**src/rtl/card_clk_sel.sv**
```systemverilog
module card_clk_sel (
  input  logic       clk_in,
  input  logic       rst_n,
  input  logic       cs_n,
  input  logic [3:0] cmd,
  output logic       card_clk,
  output logic       vsel_5v
);
  localparam int CNT_W    = 3;
  localparam int RAT_W    = 2;
  localparam int WAIT_MAX = 1 << CNT_W;
  localparam logic [3:0] OP_STOP_LO = 4'b1000;
  localparam logic [3:0] OP_STOP_HI = 4'b1001;
  localparam logic [3:0] OP_RUN     = 4'b1010;

  logic [CNT_W-1:0] div_cnt;
  logic [CNT_W-1:0] div_nxt;
  logic             cs_d;
  logic [3:0]       cmd_hold;
  logic             p_run, p_lvl, a_run, a_lvl;
  logic [RAT_W-1:0] p_ratio, a_ratio;
  logic             lvl_q, lvl_next, p_val, apply;

  function automatic logic tap(input logic [RAT_W-1:0] r, input logic [CNT_W-1:0] c);
    case (r)
      2'd1:    tap = c[0];
      2'd2:    tap = c[1];
      2'd3:    tap = c[2];
      default: tap = 1'b0;
    endcase
  endfunction

  assign div_nxt = div_cnt + 1'b1;

  wire cs_rise = cs_n & ~cs_d;
  wire a_pass  = a_run & (a_ratio == '0);
  wire p_pass  = p_run & (p_ratio == '0);
  wire differ  = {p_run, p_lvl, p_ratio} != {a_run, a_lvl, a_ratio};

  assign p_val = p_run ? tap(p_ratio, div_nxt) : p_lvl;
  assign apply = differ & ((~p_run & (~a_run | a_pass)) | (~a_run & p_pass) | (p_val == lvl_q));

  always_comb begin
    if (apply)      lvl_next = p_val;
    else if (!a_run) lvl_next = a_lvl;
    else            lvl_next = tap(a_ratio, div_nxt);
  end

  always_ff @(negedge clk_in or negedge rst_n) begin
    if (!rst_n) begin
      div_cnt  <= '0;
      cs_d     <= 1'b1;
      cmd_hold <= '0;
      p_run    <= 1'b0;
      p_lvl    <= 1'b0;
      p_ratio  <= '0;
      vsel_5v  <= 1'b0;
    end else begin
      div_cnt <= div_nxt;
      cs_d    <= cs_n;
      if (!cs_n) cmd_hold <= cmd;
      if (cs_rise) begin
        if (!cmd_hold[3]) begin
          p_ratio <= cmd_hold[RAT_W-1:0];
          vsel_5v <= cmd_hold[2];
        end else begin
          case (cmd_hold)
            OP_STOP_LO: begin p_run <= 1'b0; p_lvl <= 1'b0; end
            OP_STOP_HI: begin p_run <= 1'b0; p_lvl <= 1'b1; end
            OP_RUN:     p_run <= 1'b1;
            default:    ;
          endcase
        end
      end
    end
  end

  always_ff @(negedge clk_in or negedge rst_n) begin
    if (!rst_n) begin
      a_run   <= 1'b0;
      a_lvl   <= 1'b0;
      a_ratio <= '0;
      lvl_q   <= 1'b0;
    end else begin
      lvl_q <= lvl_next;
      if (apply) begin
        a_run   <= p_run;
        a_lvl   <= p_lvl;
        a_ratio <= p_ratio;
      end
    end
  end

  assign card_clk = a_pass ? clk_in : lvl_q;

  logic [3:0] wait_cnt;
  always_ff @(negedge clk_in or negedge rst_n) begin
    if (!rst_n)                      wait_cnt <= '0;
    else if (!differ || apply || cs_rise) wait_cnt <= '0;
    else if (wait_cnt != 4'hF)       wait_cnt <= wait_cnt + 1'b1;
  end

  AST_STOP_STATIC: assert property (@(negedge clk_in) disable iff (!rst_n)
    !a_run |-> (lvl_q == a_lvl));
  AST_PASS_LOW_REG: assert property (@(negedge clk_in) disable iff (!rst_n)
    a_pass |-> !lvl_q);
  AST_NO_STEP_ON_SWITCH: assert property (@(negedge clk_in) disable iff (!rst_n)
    ($past(a_run) && !$past(a_pass) && !$stable({a_run, a_lvl, a_ratio})) |-> $stable(lvl_q));
  AST_SETTLE_BOUND: assert property (@(negedge clk_in) disable iff (!rst_n)
    wait_cnt < 4'(WAIT_MAX + 1));
  AST_VSEL_ON_SELECT: assert property (@(negedge clk_in) disable iff (!rst_n)
    !$stable(vsel_5v) |-> $past(cs_rise));
  AST_CMD_GATED: assert property (@(negedge clk_in) disable iff (!rst_n)
    (cs_n && cs_d) |=> $stable({p_run, p_lvl, p_ratio}));
endmodule

```
**config.mk**
```make
export PLATFORM = sky130hd
export DESIGN_NAME = card_clk_sel
export DESIGN_NICKNAME = d
export VERILOG_FILES = /design/src/rtl/card_clk_sel.sv
export SDC_FILE = /design/constraint.sdc
export NUM_CORES = 1
export LEC_CHECK = 0
export ABC_AREA = 1
export ABC_CLOCK_PERIOD_IN_PS = 1790
export CELL_PAD_IN_SITES_DETAIL_PLACEMENT = 1
export CELL_PAD_IN_SITES_GLOBAL_PLACEMENT = 1
export CORE_UTILIZATION = 30
export DETAILED_ROUTE_END_ITERATION = 10
export GPL_ROUTABILITY_DRIVEN = 0
export HOLD_SLACK_MARGIN = 0.08
export MAX_ROUTING_LAYER = met4
export PLACE_DENSITY = 0.6
export SYNTH_ARGS = -nofsm -noshare
export SYNTH_HDL_FRONTEND = slang
export SYNTH_SLANG_ARGS = --single-unit
```
**constraint.sdc**
```tcl
create_clock -name clk_in -period 1.79 [get_ports clk_in]
set_input_delay 0.2685 -clock clk_in [delete_from_list [all_inputs] [get_ports clk_in]]
set_output_delay 0.2685 -clock clk_in [all_outputs]
set_load 0.01 [all_outputs]
```
==> flow_summary.yaml <==
run_status:
  status: "finished, violations left"
  violations: "negative setup slack"
cells_and_area:
  diodes: 0
  drive_above_1_share_pct: 24.80
  fin_util_pct: 40.38
  layout_commonest_cell: "nand2_1"
  area_growth_pct: 25.07
  layout_common_cells: "nand2_1 (24), dfrtn_1 (17), inv_1 (14)"
  nets: 134
critical_path:
  path_class: "flop to primary output"
  arrival_ns: 2.03
  crit_chain: "nor2_2 > a21oi_1 > a31oi_1 > buf_2"
  crit_path_end_kind: "primary output"
  cp_top_family: "flip-flops"
  cp.required_ns: 1.52
  start_kind: "flop"
  crit_path_top_delay_cell: "dfrtn_1"
  max_stage_delay_ns: 0.36
  crit_fanout: 2
  crit_buf_inv: 1
sta:
  setup_viol: 2
  fin_ws_ns: -0.5040
  worst_pin_slew_ns: 0.4224
  relSlewSlack_pct: 71.54
  finalSetupTns_ns: -0.7086
  grt_setup_unrepaired: "true"
  slew_violations: 0
  clock_skew_ns: 0.08385
  hold_viol: 0
power_and_ir_drop:
  pwr_density_cell_nw_per_um2: 1291
  leakagePower_nw: 0.5475
  peakVddDrop_mv: 0.4963
routing:
  drtIter0Drc: 10
  ant_nets: 0
  drc_errors: 0
  wirelength_um: 2140
  vias: 750
  viasPerCell: 4.808
  wl_per_cell_um: 13.72
  dr.pass1.iters: 2
clock_tree:
  hold_buffers: 0
  clk_pin_slew_ns: 0.08
  cts.htree.levels: 1
  tritoncts: "built"
  cts_root_buffer: "clkbuf_4"
  numCtsBuffers: 3
  cts_max_path_buffers: 2
  clkLatencyLatePin_ns: 0.37
grt:
  overflow: 0
  track_usage_pct: 16.24
  grt_pass1_vias: 814
  grt_pass1_wl_um: 3719
  grt_max_degree: 11
  antenna_found_initial: 0
floorplanning:
  die_w_um: 57.18
  rows: 19
  io_pins: 9
  start_util_pct: 32.29
  die_y_um: 57.18
  coreArea_um2: 2829
  die_area_um2: 3269
yosys:
  synth.net_count: 112
  synthesis.area_um2: 913.4
  syn_area_per_cell_um2: 8.782
  yosysWarningCount: 0
  synth_cells: 104
  seq_area_frac_synth_pct: 49.45
  ys_ff_latch: 18
  yosysUniqueCellTypes: 22
placed_design:
  dp_hpwl_um: 1724
  portBuffers: 8
min_path:
  hp-class: "flop to flop"
job:
  max-cap-violations: 0
-- routing by layer --
| metal | GRT usage (%) | share of wire (%) | vias up |
|---|---|---|---|
| met3 | 2.268 | 2.0 | 4 |
| met4 | 9.059 | 1.8 | 0 |
| met1 | 18.94 | 45 | 364 |
| li1 | - | - | 374 |
| met2 | 26.89 | 52 | 8 |
| met5 | - | 0 | - |
-- Yosys cell counts --
cell type,n,area [µm²]
a21boi_2,1,11.26
a21oi_1,2,10.01
a21oi_4,1,16.27
a31oi_1,1,6.260
buf_2,2,10.01
dfrtn_1,17,425.4
dfstp_2,1,26.28
ha_1,1,12.51
inv_1,14,52.55
mux2_2,1,11.26
nand2_1,25,93.84
nand2_2,3,18.77
nand2_4,1,11.26
nand3_1,8,40.04
nand3_4,1,17.52
nand4_1,1,6.260
nand4_4,1,21.27
nor2_1,7,26.28
nor3_1,1,5.000
o21ai_0,10,50.05
o22ai_1,1,6.260
xnor2_1,4,35.03
-- cells by family (layout without fill, tap and decap cells) --
family          after synthesis  count (layout)  share of synthesized area, %
fa+ha+maj                     1               1                         1.370
compound gates               16              16                         10.96
flops                        18              18                         49.45
buf+inv                      16              37                         6.849
mux                           1               1                         1.233
simple gates                 48              48                         26.30
xor+xnor                      4               4                         3.835
-- state kept, by name, summed over array words and instances, names as in the netlist --
| register | cells |
|---|---|
| cmd_hold | 4 |
| div_cnt | 3 |
| lvl_q | 1 |
| p_ratio | 2 |
| vsel_5v | 1 |
| cs_d | 1 |
| a_run | 1 |
| a_ratio | 2 |
| a_lvl | 1 |
| p_lvl | 1 |
| p_run | 1 |
-- through the flow --
| step | cells | power [mW] | hold WS [ns] | cell area [µm²] | setup WS (ns) |
|---|---|---|---|---|---|
| final | 156 | 1.474 | 0.3727 | 1142 | -0.5040 |
| after global routing | 156 | 1.606 | 0.3817 | 1142 | -0.5981 |
| after CTS | 155 | 1.485 | 0.3807 | 1132 | -0.5173 |
| after detailed placement | 150 | 1.254 | 0.3778 | 1099 | -0.7053 |
| after global placement | 150 | 1.223 | 0.3588 | 1099 | -0.6227 |
| after floorplan | 104 | 1.029 | 0.3327 | 922.1 | -0.1861 |
-- area by class of cell --
class	instances	area (µm²)
Fill cell	340	1687
Sequential cell	18	451.7
Multi-Input combinational cell	70	421.7
Timing Repair Buffer	17	138.9
Inverter	13	52.55
Tap cell	31	38.79
Clock buffer	5	31.28
Clock inverter	2	7.507
-- what timing repair did --
item	4_1_cts	5_1_grt
endpoints found under the setup margin	11	6
pin swaps	0	1
gates resized for setup	14	3
setup buffers	0	1
-- final timing paths --
path,start,to,slack (ns),depth (start not counted)
hold / removal,div_cnt[0]$_DFF_NN0_,div_cnt[0]$_DFF_NN0_,0.37,1
setup reg to reg,div_cnt[0]$_DFF_NN0_,a_ratio[0]$_DFFE_NN0P_,0.18,9
min in group asynchronous,rst_n,p_lvl$_DFFE_NN0P_,1.14,2
hold reg to reg,div_cnt[0]$_DFF_NN0_,div_cnt[0]$_DFF_NN0_,0.37,1
max in group asynchronous,rst_n,p_ratio[0]$_DFFE_NN0P_,0.43,2
setup / recovery,a_ratio[1]$_DFFE_NN0P_,card_clk,-0.50,4
-- worst reg2reg max path: stages (launching register included) --
cell and delay, ns:
dfrtn_1 0.45, ha_1 0.28, a21boi_2 0.14, nand2_1 0.07, nand2_2 0.07, nand3_1 0.11, nand3_4 0.15, nand2_4 0.08
nand2_1 0.07, nand2_1 0.06
-- report_power, final --
part / internal [mW] / leakage (nW) / switching [mW]
clock network: 0.108 / 0.0317 / 0.166
registers: 0.501 / 0.224 / 0.0870
logic: 0.268 / 0.292 / 0.345
Power figures use the tool's default switching activity.
